==> config.mk <==
export PLATFORM = sky130hd
export DESIGN_NAME = uwire_eeprom
export DESIGN_NICKNAME = d
export VERILOG_FILES = /design/src/rtl/uwire_pkg.sv /design/src/rtl/uwire_sync.sv /design/src/rtl/uwire_frame.sv /design/src/rtl/uwire_store.sv /design/src/rtl/uwire_eeprom.sv
export SDC_FILE = /design/constraint.sdc
export NUM_CORES = 2
export LEC_CHECK = 0
export BUFFER_PORTS_ARGS = -buffer_cell sky130_fd_sc_hd__buf_2
export CAP_MARGIN = 25
export CORE_UTILIZATION = 32
export DETAILED_ROUTE_END_ITERATION = 7
export PLACE_DENSITY = 0.58
export SLEW_MARGIN = 20
export SYNTH_ARGS = -nofsm -noshare
export SYNTH_HDL_FRONTEND = slang
export SYNTH_SLANG_ARGS = --single-unit
==> constraint.sdc <==
create_clock -name clk -period 7.19 [get_ports clk]
set_clock_uncertainty 0.05 [all_clocks]
set_input_delay 0.719 -clock clk [delete_from_list [all_inputs] [get_ports clk]]
set_output_delay 0.719 -clock clk [all_outputs]
set_load 0.02 [all_outputs]
==> src/rtl/uwire_pkg.sv <==
package uwire_pkg;

    localparam logic [1:0] OPC_EXT   = 2'b00;
    localparam logic [1:0] OPC_WRITE = 2'b01;
    localparam logic [1:0] OPC_READ  = 2'b10;
    localparam logic [1:0] OPC_ERASE = 2'b11;

    localparam logic [1:0] SUB_LOCK   = 2'b00;
    localparam logic [1:0] SUB_FILLW  = 2'b01;
    localparam logic [1:0] SUB_WIPE   = 2'b10;
    localparam logic [1:0] SUB_UNLOCK = 2'b11;

    typedef enum logic [2:0] {
        ST_IDLE,
        ST_OPC,
        ST_ADR,
        ST_DAT,
        ST_OUT,
        ST_HOLD
    } fst_t;

    typedef struct packed {
        logic wr_one;
        logic wr_all;
        logic er_one;
        logic er_all;
    } prog_t;

    function automatic int unsigned max_of(int unsigned a, int unsigned b);
        return (a > b) ? a : b;
    endfunction

endpackage

==> src/rtl/uwire_sync.sv <==
module uwire_sync (
    input  logic clk,
    input  logic rst,
    input  logic sk,
    input  logic cs,
    input  logic di,
    output logic sk_rise,
    output logic cs_s,
    output logic di_s
);
    logic [2:0] sk_q;
    logic [1:0] cs_q;
    logic [1:0] di_q;

    always_ff @(posedge clk) begin
        if (rst) begin
            sk_q <= '0;
            cs_q <= '0;
            di_q <= '0;
        end else begin
            sk_q <= {sk_q[1:0], sk};
            cs_q <= {cs_q[0], cs};
            di_q <= {di_q[0], di};
        end
    end

    assign sk_rise = sk_q[1] & ~sk_q[2];
    assign cs_s    = cs_q[1];
    assign di_s    = di_q[1];

endmodule

==> src/rtl/uwire_frame.sv <==
module uwire_frame
    import uwire_pkg::*;
#(
    parameter int ADDR_W = 6,
    parameter int WORD_W = 16
) (
    input  logic              clk,
    input  logic              rst,
    input  logic              sk_rise,
    input  logic              cs_s,
    input  logic              di_s,
    input  logic [WORD_W-1:0] rd_word,
    output logic [ADDR_W-1:0] rd_addr,
    output logic [ADDR_W-1:0] pg_addr,
    output logic [WORD_W-1:0] pg_data,
    output prog_t             pg_cmd,
    output logic              pg_en,
    output logic              do_bit
);
    localparam int MAXB  = max_of(ADDR_W, WORD_W);
    localparam int CNT_W = $clog2(MAXB + 1);
    localparam logic [CNT_W-1:0] ADR_LAST = CNT_W'(ADDR_W - 1);
    localparam logic [CNT_W-1:0] DAT_LAST = CNT_W'(WORD_W - 1);

    fst_t              st_q;
    logic [CNT_W-1:0]  cnt_q;
    logic [1:0]        opc_q;
    logic [ADDR_W-1:0] adr_q;
    logic [WORD_W-1:0] dat_q;
    logic [WORD_W:0]   out_q;
    logic              en_q;
    prog_t             cmd_q;
    logic [ADDR_W-1:0] adr_nxt;
    logic [WORD_W-1:0] dat_nxt;
    logic [1:0]        sub_nxt;

    assign adr_nxt = {adr_q[ADDR_W-2:0], di_s};
    assign dat_nxt = {dat_q[WORD_W-2:0], di_s};
    assign sub_nxt = adr_nxt[ADDR_W-1 -: 2];

    always_ff @(posedge clk) begin
        if (rst) begin
            st_q  <= ST_IDLE;
            cnt_q <= '0;
            opc_q <= '0;
            adr_q <= '0;
            dat_q <= '0;
            out_q <= '0;
            en_q  <= 1'b0;
            cmd_q <= '0;
        end else begin
            cmd_q <= '0;
            if (!cs_s) begin
                st_q  <= ST_IDLE;
                cnt_q <= '0;
                out_q <= '0;
            end else if (sk_rise) begin
                unique case (st_q)
                    ST_IDLE: begin
                        if (di_s) begin
                            st_q  <= ST_OPC;
                            cnt_q <= '0;
                        end
                    end
                    ST_OPC: begin
                        opc_q <= {opc_q[0], di_s};
                        if (cnt_q == CNT_W'(1)) begin
                            st_q  <= ST_ADR;
                            cnt_q <= '0;
                        end else begin
                            cnt_q <= cnt_q + 1'b1;
                        end
                    end
                    ST_ADR: begin
                        adr_q <= adr_nxt;
                        if (cnt_q == ADR_LAST) begin
                            cnt_q <= '0;
                            st_q  <= ST_HOLD;
                            unique case (opc_q)
                                OPC_READ: begin
                                    out_q <= {1'b0, rd_word};
                                    st_q  <= ST_OUT;
                                end
                                OPC_WRITE: st_q <= ST_DAT;
                                OPC_ERASE: cmd_q.er_one <= 1'b1;
                                default: begin
                                    unique case (sub_nxt)
                                        SUB_UNLOCK: en_q <= 1'b1;
                                        SUB_LOCK:   en_q <= 1'b0;
                                        SUB_WIPE:   cmd_q.er_all <= 1'b1;
                                        default:    st_q <= ST_DAT;
                                    endcase
                                end
                            endcase
                        end else begin
                            cnt_q <= cnt_q + 1'b1;
                        end
                    end
                    ST_DAT: begin
                        dat_q <= dat_nxt;
                        if (cnt_q == DAT_LAST) begin
                            cnt_q <= '0;
                            st_q  <= ST_HOLD;
                            if (opc_q == OPC_WRITE) cmd_q.wr_one <= 1'b1;
                            else                    cmd_q.wr_all <= 1'b1;
                        end else begin
                            cnt_q <= cnt_q + 1'b1;
                        end
                    end
                    ST_OUT:  out_q <= {out_q[WORD_W-1:0], 1'b0};
                    default: ;
                endcase
            end
        end
    end

    assign rd_addr = adr_nxt;
    assign pg_addr = adr_q;
    assign pg_data = dat_q;
    assign pg_cmd  = cmd_q;
    assign pg_en   = en_q;
    assign do_bit  = (st_q == ST_OUT) ? out_q[WORD_W] : 1'b0;


    dummy_zero_chk: assert property (@(posedge clk) disable iff (rst)
        $rose(st_q == ST_OUT) |-> !do_bit);


    abort_idle_chk: assert property (@(posedge clk) disable iff (rst)
        !cs_s |=> (st_q == ST_IDLE));


    lock_reset_chk: assert property (@(posedge clk)
        rst |=> !en_q);

endmodule

==> src/rtl/uwire_store.sv <==
module uwire_store
    import uwire_pkg::*;
#(
    parameter int ADDR_W = 6,
    parameter int WORD_W = 16
) (
    input  logic              clk,
    input  logic              rst,
    input  prog_t             cmd,
    input  logic              en,
    input  logic [ADDR_W-1:0] addr,
    input  logic [WORD_W-1:0] wdata,
    input  logic [ADDR_W-1:0] rd_addr,
    output logic [WORD_W-1:0] rd_word
);
    localparam int DEPTH = 1 << ADDR_W;

    logic [WORD_W-1:0] mem [DEPTH];

    always_ff @(posedge clk) begin
        for (int i = 0; i < DEPTH; i++) begin
            if (rst) begin
                mem[i] <= '1;
            end else if (en) begin
                if (cmd.er_all || (cmd.er_one && addr == ADDR_W'(i)))
                    mem[i] <= '1;
                else if (cmd.wr_all || (cmd.wr_one && addr == ADDR_W'(i)))
                    mem[i] <= wdata;
            end
        end
    end

    assign rd_word = mem[rd_addr];


    word_hold_chk: assert property (@(posedge clk) disable iff (rst)
        (cmd == '0) |=> $stable(mem[0]));


    erase_one_chk: assert property (@(posedge clk) disable iff (rst)
        (en && cmd.er_one) |=> (mem[$past(addr)] == '1));

endmodule

==> src/rtl/uwire_eeprom.sv <==
module uwire_eeprom
    import uwire_pkg::*;
#(
    parameter int ADDR_W = 6,
    parameter int WORD_W = 16
) (
    input  logic clk,
    input  logic rst,
    input  logic ser_clk,
    input  logic ser_sel,
    input  logic ser_din,
    output logic ser_dout
);
    logic              sk_rise;
    logic              cs_s;
    logic              di_s;
    logic [WORD_W-1:0] rd_word;
    logic [ADDR_W-1:0] rd_addr;
    logic [ADDR_W-1:0] pg_addr;
    logic [WORD_W-1:0] pg_data;
    prog_t             pg_cmd;
    logic              pg_en;
    logic              do_bit;

    uwire_sync u_sync (
        .clk     (clk),
        .rst     (rst),
        .sk      (ser_clk),
        .cs      (ser_sel),
        .di      (ser_din),
        .sk_rise (sk_rise),
        .cs_s    (cs_s),
        .di_s    (di_s)
    );

    uwire_frame #(.ADDR_W(ADDR_W), .WORD_W(WORD_W)) u_frame (
        .clk     (clk),
        .rst     (rst),
        .sk_rise (sk_rise),
        .cs_s    (cs_s),
        .di_s    (di_s),
        .rd_word (rd_word),
        .rd_addr (rd_addr),
        .pg_addr (pg_addr),
        .pg_data (pg_data),
        .pg_cmd  (pg_cmd),
        .pg_en   (pg_en),
        .do_bit  (do_bit)
    );

    uwire_store #(.ADDR_W(ADDR_W), .WORD_W(WORD_W)) u_store (
        .clk     (clk),
        .rst     (rst),
        .cmd     (pg_cmd),
        .en      (pg_en),
        .addr    (pg_addr),
        .wdata   (pg_data),
        .rd_addr (rd_addr),
        .rd_word (rd_word)
    );

    assign ser_dout = cs_s & do_bit;


    quiet_dout_chk: assert property (@(posedge clk) disable iff (rst)
        !cs_s |-> !ser_dout);

endmodule

==> run_results.csv <==
group,metric,value,unit
critical_path,startpoint_type,"flip-flop",
detailed_routing,drt_iter0_drc,3494,
floorplanning,initial_utilization,32.3,%
detailed_routing,num_vias,29800,
power,vdd_drop_max,185,uV
placement,routabilityCongestion,0.923,
critical_path,r2r_setup_slack,3350,ps
floorplanning,ios,6,
floorplanning,chipWidth,402,um
synth,synth-async-reset-ratio,0,%
layout,fillers,15000,
synth,synth_fp_nets,3643,
critical_path,path_class,"reg -> reg",
layout,layout_common_cells,"edfxtp_1, nand2b_1, mux4_2",
run_status,status,"finished clean",
layout,register_area,32000,um2
layout,post-route-util,36.1,%
placement,portBuffers,5,
sta,rsz0062_at_grt,"false",
clock_network,clock-sinks,1085,
synth,synth_cell_type_count,56,
critical_path,r2r_start,"u_frame.pg_addr[1]$_SDFFE_PP0P_",
global_routing,antenna_found_initial,8,
global_routing,overflow,0,
synth,synth_edf_count,1024,
clock_network,insertion_delay,730,ps
global_routing,grt.total_usage,17.9,%
clock_network,postCtsHoldBufs,0,
synth,syn_area_per_cell,14.1,um2
min_path,hold_end,"u_sync.sk_q[0]$_SDFF_PP0_",
synth,ys_seq_area_share,62.3,%
layout,drive_above_1_share,16.8,%
sta,tightest_slew,1060,ps
layout,antenna_cells,0,
clock_network,root_buffer,"clkbuf_16",
synth,ys.flop_type,"edfxtp_1",
sta,min_period,3840,ps
layout,area_growth,11.7,%
detailed_routing,drc_errors,0,
clock_network,cts.path.max_buffers,3,
placement,dp_hpwl,88400,um
synth,yosys.area.top_type,"edfxtp_1",
critical_path,reg2reg_depth,6,
synth,yosysWarnings,0,
clock_network,post_cts_buffers,0,
synth,synth_top_area_share,60.0,%
synth,ys_top_cells_by_area,"edfxtp_1, nand2b_1, mux4_2",
power,powerDensity,230,nW/um2
critical_path,cp.arrival,4370,ps
min_path,whs_path_depth,2,
detailed_routing,first_pass_iters,6,
min_path,hp-class,"in -> reg",
sta,slew_violations,0,
global_routing,grt_pass1_vias,29200,
clock_network,path_clk_slew,60,ps
job,cap_violations,0,
synth,ys_ff_latch,1085,
clock_network,cts_tree,"done",
synth,syn_area,51300,um2
sta,finalSetupTns,0,ps
clock_network,cts_repair_resize_count,0,
critical_path,required,7720,ps
layout,layout_commonest_cell,"edfxtp_1",
sta,fin_crit_sh,53.4,%
synth,syn_inst,3631,
detailed_routing,routed_via_density,5.24,
global_routing,grt_max_degree,110,
sta,finalHoldViolCount,0,
critical_path,worstReg2RegEnd,"u_frame.out_q[4]$_SDFFE_PP0P_",
sta,slew_headroom,28.8,%
floorplanning,rows,146,
floorplanning,die_y,402,um
layout,multi_input_area,18100,um2
detailed_routing,postRouteAntennaNets,0,
critical_path,cp_max_fo,56,
min_path,hp-start,"ser_clk",
floorplanning,die-area,162000,um2
sta,setup_violations,0,
detailed_routing,avgRoutedWirePerCell,25.9,um
layout,fin_nets,3525,
power,leakage,14.6,nW
critical_path,cp-end-kind,"flip-flop",
clock_network,numCtsBuffers,117,
global_routing,grt_first_pass_wirelength,213000,um
floorplanning,core_area,159000,um2
clock_network,cts.htree.levels,3,
sta,fmax,260,MHz
detailed_routing,routed_wl,147000,um
-- final cells by class --
class | instances | area share [%]
flip-flops and latches | 1085 | 55.9
multi-input cells | 2191 | 31.6
clock buffers | 155 | 5.56
well taps | 2072 | 4.53
repair buffers | 111 | 1.51
clock inverters | 62 | 0.885
inverters | 7 | 0.0502
-- worst max path at each step --
stage,startpoint,endpoint,slack (ps),cells after the start
6_report,u_frame.pg_addr[1]$_SDFFE_PP0P_,u_frame.out_q[4]$_SDFFE_PP0P_,3350,6
5_1_grt,u_sync.di_q[1]$_SDFF_PP0_,u_frame.out_q[13]$_SDFFE_PP0P_,3030,7
3_3_place_gp,u_sync.di_q[1]$_SDFF_PP0_,u_frame.out_q[7]$_SDFFE_PP0P_,2970,7
3_5_place_dp,u_sync.di_q[1]$_SDFF_PP0_,u_frame.out_q[3]$_SDFFE_PP0P_,3160,7
4_1_cts,u_sync.di_q[1]$_SDFF_PP0_,u_frame.out_q[3]$_SDFFE_PP0P_,3180,7
2_1_floorplan,rst,u_store.mem[25][10]$_SDFFCE_PN1P_,4620,6
-- Yosys cell counts, types with 15 or more instances --
cell,count
a2111oi_0,15
a211oi_1,36
a211oi_2,30
a21o_1,64
a21oi_1,136
a22oi_1,52
a31oi_1,18
buf_1,18
buf_2,71
buf_4,16
clkbuf_1,238
dfxtp_1,61
edfxtp_1,1024
mux2i_1,154
mux4_2,211
nand2_1,159
nand2b_1,855
nand3_1,31
nor2_1,38
nor2b_1,18
o21ai_0,111
or2b_1,174
-- report_power, final --
part | internal, mW | switching, mW | leakage [nW]
clock network | 3.38 | 2.51 | 1.81
registers | 6.95 | 0.0194 | 8.20
logic | 0.0748 | 0.222 | 4.61
total | 10.4 | 2.75 | 14.6
-- logic make-up (layout without fill, tap and decap cells) --
group                    after synthesis  in the layout  share of synthesized area (%)
AND/OR/NAND/NOR                     1334           1334                           16.1
flip-flops                          1085           1085                           62.3
AO/OA/AOI/OAI                        485            485                           6.18
multiplexers                         365            365                           12.3
buffers and inverters                355            335                           2.95
adder cells (fa/ha/maj)                7              7                          0.171
-- routing by layer --
layer	part of all wire [%]	track usage [%]	vias to the layer above	wire length, um
li1	-	-	13100	-
met1	43	24.8	15400	63400
met2	48	28.9	1050	69900
met3	5.7	2.10	240	8450
met4	3.6	6.46	2	5340
met5	0.0088	0	-	13
-- sequential cells by signal (all words and copies together), names as in the netlist --
signal,cells
u_store.mem,1024
u_frame.out_q,17
u_frame.pg_data,16
u_frame.pg_addr,6
u_frame.cnt_q,5
u_frame.pg_cmd,4
u_frame.st_q,3
u_sync.sk_q,3
u_frame.opc_q,2
u_sync.cs_q,2
u_sync.di_q,2
u_frame.pg_en,1
-- per-stage QoR --
stage	hold WS, ps	total power, mW	area [um2]	setup slack, ps	instances
after floorplan	364	7.29	51300	4620	3631
final	185	13.2	57300	3350	5683
after global placement	381	7.41	53500	2970	5460
after CTS	146	13.2	57200	3180	5679
after detailed placement	376	7.41	53500	3160	5462
after global routing	180	13.5	57300	3030	5683
-- worst max-delay path, cell delays in order (launching register included) --
cell	delay (ps)
dfxtp_4	970
buf_4	800
mux4_2	470
nand2_1	100
a21oi_1	240
a2111oi_1	810
a31oi_1	160
(Power assumes the default switching activity.)
